===== src/rtl/sq_pkg.sv =====
package sq_pkg;
  localparam int SQ_DEPTH = 8;
  localparam int SQ_AW    = 32;
  localparam int SQ_DW    = 32;
  localparam int SQ_CW    = 3;
endpackage


===== src/rtl/sq_ptr_ctrl.sv =====
module sq_ptr_ctrl #(
  parameter int DEPTH = 8,
  parameter int CW    = 3,
  localparam int PW   = $clog2(DEPTH) + 1
) (
  input  logic          clk,
  input  logic          rst,
  input  logic          alloc_valid,
  input  logic [CW-1:0] commit_cnt,
  input  logic          flush_valid,
  input  logic [PW-1:0] flush_tail,
  input  logic          wr_ack,
  output logic [PW-1:0] head,
  output logic [PW-1:0] tail,
  output logic          alloc_ready,
  output logic          alloc_fire,
  output logic          wr_valid
);
  logic [PW-1:0] head_q, cmt_q, tail_q;
  logic [PW-1:0] head_nx, cmt_nx, tail_nx;
  logic [PW-1:0] spec_cnt, used_cnt, cstep, fdist, rem;
  logic          wr_fire;

  assign head        = head_q;
  assign tail        = tail_q;
  assign used_cnt    = tail_q - head_q;
  assign spec_cnt    = tail_q - cmt_q;
  assign alloc_ready = (used_cnt < PW'(DEPTH));
  assign alloc_fire  = alloc_valid && alloc_ready && !flush_valid;
  assign wr_valid    = (cmt_q != head_q);
  assign wr_fire     = wr_valid && wr_ack;

  always_comb begin
    if (32'(commit_cnt) > 32'(spec_cnt)) cstep = spec_cnt;
    else                                 cstep = PW'(commit_cnt);
    cmt_nx  = cmt_q + cstep;
    head_nx = head_q + {{(PW-1){1'b0}}, wr_fire};
    fdist   = flush_tail - cmt_nx;
    rem     = tail_q - cmt_nx;
    tail_nx = tail_q;
    if (flush_valid)     tail_nx = (fdist > rem) ? cmt_nx : flush_tail;
    else if (alloc_fire) tail_nx = tail_q + 1'b1;
  end

  always_ff @(posedge clk) begin
    if (rst) begin
      head_q <= '0;
      cmt_q  <= '0;
      tail_q <= '0;
    end else begin
      head_q <= head_nx;
      cmt_q  <= cmt_nx;
      tail_q <= tail_nx;
    end
  end

  // occupancy never exceeds the ring
  assert_no_overflow_R2: assert property (@(posedge clk) disable iff (rst)
    (tail_q - head_q) <= PW'(DEPTH));
  // a refused allocation leaves the tail alone
  assert_alloc_stall_R2: assert property (@(posedge clk) disable iff (rst)
    (alloc_valid && !alloc_ready && !flush_valid) |=> $stable(tail_q));
  // commit pointer stays inside [head, tail]
  assert_commit_inside_R3: assert property (@(posedge clk) disable iff (rst)
    (cmt_q - head_q) <= (tail_q - head_q));
  // head moves one step per acknowledged write
  assert_drain_step_R4: assert property (@(posedge clk) disable iff (rst)
    (wr_valid && wr_ack) |=> (head_q == $past(head_q) + 1'b1));
  // head holds without an acknowledged write
  assert_head_hold_R4: assert property (@(posedge clk) disable iff (rst)
    !(wr_valid && wr_ack) |=> $stable(head_q));
  // a flush never shrinks the senior region
  assert_senior_kept_R7: assert property (@(posedge clk) disable iff (rst)
    (flush_valid && !wr_ack) |=> ((cmt_q - head_q) >= $past(cmt_q - head_q)));
endmodule


===== src/rtl/sq_entry_file.sv =====
module sq_entry_file #(
  parameter int DEPTH = 8,
  parameter int AW    = 32,
  parameter int DW    = 32,
  localparam int IW   = $clog2(DEPTH)
) (
  input  logic          clk,
  input  logic          rst,
  input  logic          alloc_fire,
  input  logic [IW-1:0] alloc_slot,
  input  logic          fill_valid,
  input  logic [IW-1:0] fill_slot,
  input  logic [AW-1:0] fill_addr,
  input  logic [DW-1:0] fill_data,
  output logic [AW-1:0] addr_o [DEPTH],
  output logic [DW-1:0] data_o [DEPTH],
  output logic [DEPTH-1:0] filled_o
);
  always_ff @(posedge clk) begin
    if (fill_valid) begin
      addr_o[fill_slot] <= fill_addr;
      data_o[fill_slot] <= fill_data;
    end
  end

  always_ff @(posedge clk) begin
    if (rst) filled_o <= '0;
    else begin
      if (alloc_fire) filled_o[alloc_slot] <= 1'b0;
      if (fill_valid) filled_o[fill_slot]  <= 1'b1;
    end
  end

  // a fill lands in the addressed slot
  assert_fill_marks_R5: assert property (@(posedge clk) disable iff (rst)
    fill_valid |=> filled_o[$past(fill_slot)]);
endmodule


===== src/rtl/sq_fwd_match.sv =====
module sq_fwd_match #(
  parameter int DEPTH = 8,
  parameter int AW    = 32,
  parameter int DW    = 32,
  localparam int PW   = $clog2(DEPTH) + 1,
  localparam int IW   = PW - 1
) (
  input  logic          clk,
  input  logic          rst,
  input  logic          load_valid,
  input  logic [AW-1:0] load_addr,
  input  logic [PW-1:0] load_age,
  input  logic [PW-1:0] head,
  input  logic [PW-1:0] tail,
  input  logic [AW-1:0] addr_i [DEPTH],
  input  logic [DW-1:0] data_i [DEPTH],
  input  logic [DEPTH-1:0] filled_i,
  output logic          fwd_hit,
  output logic [DW-1:0] fwd_data
);
  logic [PW-1:0] lim, cnt, pos;
  logic [IW-1:0] slot;
  logic          hit;
  logic [DW-1:0] hdata;

  always_comb begin
    lim   = load_age - head;
    cnt   = tail - head;
    if (lim > cnt) lim = cnt;
    hit   = 1'b0;
    hdata = '0;
    pos   = head;
    slot  = '0;
    for (int k = 0; k < DEPTH; k++) begin
      pos  = head + PW'(k);
      slot = pos[IW-1:0];
      if ((PW'(k) < lim) && filled_i[slot] && (addr_i[slot] == load_addr)) begin
        hit   = 1'b1;
        hdata = data_i[slot];
      end
    end
  end

  always_ff @(posedge clk) begin
    if (rst) begin
      fwd_hit  <= 1'b0;
      fwd_data <= '0;
    end else begin
      fwd_hit  <= load_valid && hit;
      fwd_data <= hdata;
    end
  end

  // no hit is reported without a lookup the cycle before
  assert_hit_needs_load_R5: assert property (@(posedge clk) disable iff (rst)
    fwd_hit |-> $past(load_valid));
endmodule


===== src/rtl/store_senior_queue.sv =====
module store_senior_queue #(
  parameter int DEPTH = sq_pkg::SQ_DEPTH,
  parameter int AW    = sq_pkg::SQ_AW,
  parameter int DW    = sq_pkg::SQ_DW,
  parameter int CW    = sq_pkg::SQ_CW,
  localparam int PW   = $clog2(DEPTH) + 1,
  localparam int IW   = PW - 1
) (
  input  logic          clk,
  input  logic          rst,
  input  logic          alloc_valid,
  output logic          alloc_ready,
  output logic [PW-1:0] alloc_idx,
  input  logic          fill_valid,
  input  logic [IW-1:0] fill_slot,
  input  logic [AW-1:0] fill_addr,
  input  logic [DW-1:0] fill_data,
  input  logic [CW-1:0] commit_cnt,
  input  logic          flush_valid,
  input  logic [PW-1:0] flush_tail,
  input  logic          load_valid,
  input  logic [AW-1:0] load_addr,
  input  logic [PW-1:0] load_age,
  output logic          fwd_hit,
  output logic [DW-1:0] fwd_data,
  output logic          wr_valid,
  output logic [AW-1:0] wr_addr,
  output logic [DW-1:0] wr_data,
  input  logic          wr_ack
);
  logic [PW-1:0]    head, tail;
  logic             alloc_fire;
  logic [AW-1:0]    ent_addr [DEPTH];
  logic [DW-1:0]    ent_data [DEPTH];
  logic [DEPTH-1:0] ent_filled;

  sq_ptr_ctrl #(.DEPTH(DEPTH), .CW(CW)) u_ptr (
    .clk(clk), .rst(rst), .alloc_valid(alloc_valid), .commit_cnt(commit_cnt),
    .flush_valid(flush_valid), .flush_tail(flush_tail), .wr_ack(wr_ack),
    .head(head), .tail(tail), .alloc_ready(alloc_ready),
    .alloc_fire(alloc_fire), .wr_valid(wr_valid)
  );

  sq_entry_file #(.DEPTH(DEPTH), .AW(AW), .DW(DW)) u_ent (
    .clk(clk), .rst(rst), .alloc_fire(alloc_fire), .alloc_slot(tail[IW-1:0]),
    .fill_valid(fill_valid), .fill_slot(fill_slot), .fill_addr(fill_addr),
    .fill_data(fill_data), .addr_o(ent_addr), .data_o(ent_data),
    .filled_o(ent_filled)
  );

  sq_fwd_match #(.DEPTH(DEPTH), .AW(AW), .DW(DW)) u_fwd (
    .clk(clk), .rst(rst), .load_valid(load_valid), .load_addr(load_addr),
    .load_age(load_age), .head(head), .tail(tail), .addr_i(ent_addr),
    .data_i(ent_data), .filled_i(ent_filled), .fwd_hit(fwd_hit),
    .fwd_data(fwd_data)
  );

  assign alloc_idx = tail;
  assign wr_addr   = ent_addr[head[IW-1:0]];
  assign wr_data   = ent_data[head[IW-1:0]];
endmodule


===== config.mk =====
export PLATFORM = sky130hd
export DESIGN_NAME = store_senior_queue
export DESIGN_NICKNAME = d
export VERILOG_FILES = /design/src/rtl/sq_pkg.sv /design/src/rtl/sq_ptr_ctrl.sv /design/src/rtl/sq_entry_file.sv /design/src/rtl/sq_fwd_match.sv /design/src/rtl/store_senior_queue.sv
export SDC_FILE = /design/constraint.sdc
export NUM_CORES = 2
export LEC_CHECK = 0
export BUFFER_PORTS_ARGS = -buffer_cell sky130_fd_sc_hd__buf_4
export CAP_MARGIN = 20
export CELL_PAD_IN_SITES_DETAIL_PLACEMENT = 0
export CELL_PAD_IN_SITES_GLOBAL_PLACEMENT = 1
export CORE_ASPECT_RATIO = 0.6
export CORE_MARGIN = 3
export CORE_UTILIZATION = 30
export CTS_CLUSTER_SIZE = 28
export DETAILED_ROUTE_END_ITERATION = 10
export PLACE_DENSITY_LB_ADDON = 0.1
export REMOVE_ABC_BUFFERS = 1
export SLEW_MARGIN = 40
export SYNTH_ARGS = -nofsm -noshare
export SYNTH_HDL_FRONTEND = slang
export SYNTH_SLANG_ARGS = --single-unit
export TNS_END_PERCENT = 10

===== constraint.sdc =====
create_clock -name clk -period 5.2 [get_ports clk]
set_input_delay 0.52 -clock clk [delete_from_list [all_inputs] [get_ports clk]]
set_output_delay 0.52 -clock clk [all_outputs]
set_load 0.05 [all_outputs]

==> flow_summary.toml <==
[run_status]
status = "finished clean"

[setup_path]
reg2reg_from = "u_ptr.head[1]"
reg2reg_depth = 17
cp.arrival_ns = 5.60
cp-end-kind = "flop"
cp-start-kind = "flop"
r2r_slack_ns = 0.1
startpoint = "u_ptr.head[1]"
r2r-end = "u_fwd.fwd_data[9]"
cp.required_ns = 5.70
cp_max_fo = 33
cp-endpoint = "u_fwd.fwd_data[9]"
crit_type = "reg -> reg"

[place]
hpwl_mm = 144
gp_congestion = 0.992
dpl.cell_count = 5788
io_buffers = 219
place_ws_ns = -0.167

[grt]
top_usage_layer = "met1"
grt_use_met1 = 0.396
grt_overflow_total = 0
grt_max_degree = 100
grt_usage = 0.247
met3_usage = 0.0791
antenna_found_initial = 13
met2_usage = 0.318
first_global_vias = 33900
grt_pass1_wl_mm = 280

[finish]
final_cells = 5927
fin_nets = 4009
drive_gt1_frac = 0.347
area_delta_synth_final_pct = 17.5

[clocking]
clk_latency_ns = 0.69
tritoncts = "done"
cts_made_buffers = 68
cts_sinks = 565
path_clk_slew_ns = 0.07
htreeDepth = 3
cts_root_buffer = "clkbuf_16"
clockBufferDepth = 3

[floorplanning]
core_area_sq_um = 151000
ios = 220
chipHeight_um = 310
die_area_sq_um = 159000
die_w_um = 513
initial_core_util = 0.305
rows = 110

[synth]
yosysWarningCount = 0
synthFlopType = "edfxtp_1"
yosys_register_bits = 565
synth.distinct_cells = 86
seq_area_frac_synth = 0.356
post_synth_instance_area_sq_um = 46200
synth_edf_count = 512
synthCells = 3556
avgSynthCellArea_sq_um = 13.0
async_flop_share = 0

[power_and_ir_drop]
p_sw_frac = 0.457
leakage_nw = 17.2
peakVddDrop_mv = 0.607
finalPower_mw = 30.1
power_frac_comb = 0.656
p_int_mw = 16.4
seqPwrFrac = 0.178
p_sw_mw = 13.8
powerDensity_nw_per_um2 = 555
clkPwrFrac = 0.166

[worst_hold_path]
hold_path.class = "in -> reg"
worstHoldPathCells = 1

[detailed_routing]
ant_nets = 0
vias = 36100
post-route-drc-count = 0
drt_pre_antenna_iters = 5
post_drt_wl_per_cell_um = 33.9
drt-total-wl_mm = 201
vias_per_cell = 6.09
drtIter0Drc = 3888

[sta]
slew-limit-headroom = 0.354
setup_violations = 0
tns_ns = 0
final.period_utilization = 0.981
hold_viol_final = 0
tightestPinTransition_ns = 0.962
fin_crit_ns = 5.10
setup_slack_ns = 0.0988
drv_slew = 0
clock-skew-final_ns = 0.0410
clock.fmax_ghz = 0.196
hold_slack_ns = 0.0689

[run]
cap_violations = 0
## synthesized netlist by cell type, types with 39 or more instances
cell type    n  area, sq um
xnor2_1    233         2040
o21ai_0     39          195
buf_4       49          368
edfxtp_1   512        15400
nand4_1     42          263
nor2_1     100          375
clkbuf_1    82          308
buf_2      132          661
a21oi_1     65          325
xor2_1      55          482
a211oi_1    46          345
a221oi_1    96          841
nand2_1    455         1710
dfxtp_1     53         1060
a2111oi_0   41          359
mux2i_1    433         4330
mux4_2     550        12400
## metal layers
metal	part of all wire	vias to the layer above
li1	-	15000
met1	0.50	19200
met5	0.00025	-
met4	0.014	8
met3	0.10	180
met2	0.39	1696
## power by group through the flow
stage	Combinational [mW]	Sequential (mW)	Clock (mW)
after CTS	19.3	5.35	5.13
final	19.8	5.36	5.00
after floorplan	8.57	5.78	0
after global routing	20.9	5.38	5.32
after detailed placement	19.2	5.45	0
after global placement	19.3	5.46	0
## cells in the final DEF (no fill, tap or decap), types with 10 or more instances in the layout
| cell | Yosys | final |
|---|---|---|
| ha_1 | 34 | 28 |
| dfxtp_1 | 53 | 49 |
| a311oi_1 | 33 | 25 |
| nand4_1 | 42 | 42 |
| o21ai_0 | 39 | 36 |
| clkbuf_1 | 82 | 16 |
| a31oi_1 | 14 | 14 |
| mux2_2 | 32 | 32 |
| nand3_1 | 31 | 31 |
| nor4_1 | 22 | 21 |
| xnor2_1 | 233 | 231 |
| nand2_1 | 455 | 455 |
| inv_1 | 38 | 25 |
| a221oi_2 | 10 | 10 |
| nand2b_1 | 14 | 14 |
| o31ai_1 | 31 | 31 |
| a211oi_1 | 46 | 45 |
| nor2_1 | 100 | 100 |
| clkinv_1 | 9 | 12 |
| a2111oi_0 | 41 | 29 |
| clkbuf_16 | 0 | 72 |
| xor2_1 | 55 | 52 |
| buf_12 | 5 | 56 |
| mux2i_1 | 433 | 431 |
| nor2b_1 | 20 | 20 |
| a21oi_1 | 65 | 63 |
| edfxtp_1 | 512 | 512 |
| and2_1 | 12 | 12 |
| a221oi_1 | 96 | 96 |
| o221ai_1 | 10 | 10 |
| nor3_1 | 18 | 18 |
| buf_4 | 49 | 501 |
| mux4_2 | 550 | 550 |
| a21oi_2 | 10 | 11 |
| o22ai_1 | 35 | 35 |
## stage by stage
step / util / cell area (sq um)
finish: 0.359 / 54300
floorplan: - / 44200
global placement: 0.341 / 51700
detailed placement: 0.342 / 51700
global route: 0.359 / 54300
CTS: 0.357 / 54000
## cell type report
type | count | area [sq um]
inverter | 50 | 224
fill | 14600 | 97100
timing repair buffer | 564 | 4970
multi-input combinational | 2603 | 27900
clock inverter | 34 | 389
clock buffer | 89 | 1860
sequential | 565 | 16400
tap | 2016 | 2520
antenna | 6 | 15.0
## worst max-delay path, cell delays in order, from the launching register on
cell and delay [ns]:
dfxtp_4 0.37, clkinvlp_4 0.15, ha_4 0.33, buf_6 0.20
buf_4 0.17, mux2i_1 0.44, o22ai_1 0.30, a2111oi_0 0.72
a21oi_1 0.14, and4b_1 0.30, nand4_1 0.10, buf_4 0.18
or3_2 0.51, buf_12 0.23, a311oi_1 0.30, a211oi_1 0.09
o31ai_1 0.25, a221oi_1 0.13
## worst min-delay path by stage
stage | start | slack (ns) | end
finish | fill_addr[28] | 0.07 | u_ent.addr_o[92]
global route | fill_data[12] | 0.04 | u_ent.data_o[108]
CTS | fill_data[26] | 0.02 | u_ent.data_o[250]
detailed placement | u_ent.filled_o[3] | 0.52 | u_ent.filled_o[3]
global placement | u_ent.filled_o[3] | 0.52 | u_ent.filled_o[3]
floorplan | u_ent.filled_o[1] | 0.47 | u_ent.filled_o[1]
## flip-flops by register name, summed over array words and instances (netlist names)
register	cells
u_ptr.tail	4
u_ptr.head	4
u_ptr.cmt_q	4
u_fwd.fwd_data	32
u_ent.filled_o	8
u_fwd.fwd_hit	1
u_ent.data_o	256
u_ent.addr_o	256
## cell families after synthesis
kind of cell | count (synthesis) | synth area share
xor+xnor | 289 | 0.0550
fa+ha+maj | 40 | 0.0118
mux | 1022 | 0.374
compound gates | 496 | 0.0831
buf+inv | 388 | 0.0478
flops | 565 | 0.356
simple gates | 756 | 0.0729
## timing repair
action                     4_1_cts  5_1_grt
pin swaps                        0       14
setup buffers                    0        9
cloned                           0        1
hold buffers                     0        0
setup endpoints to repair       20       37
resized for setup                1       50
No activity file was read; power rests on OpenSTA's default activity.
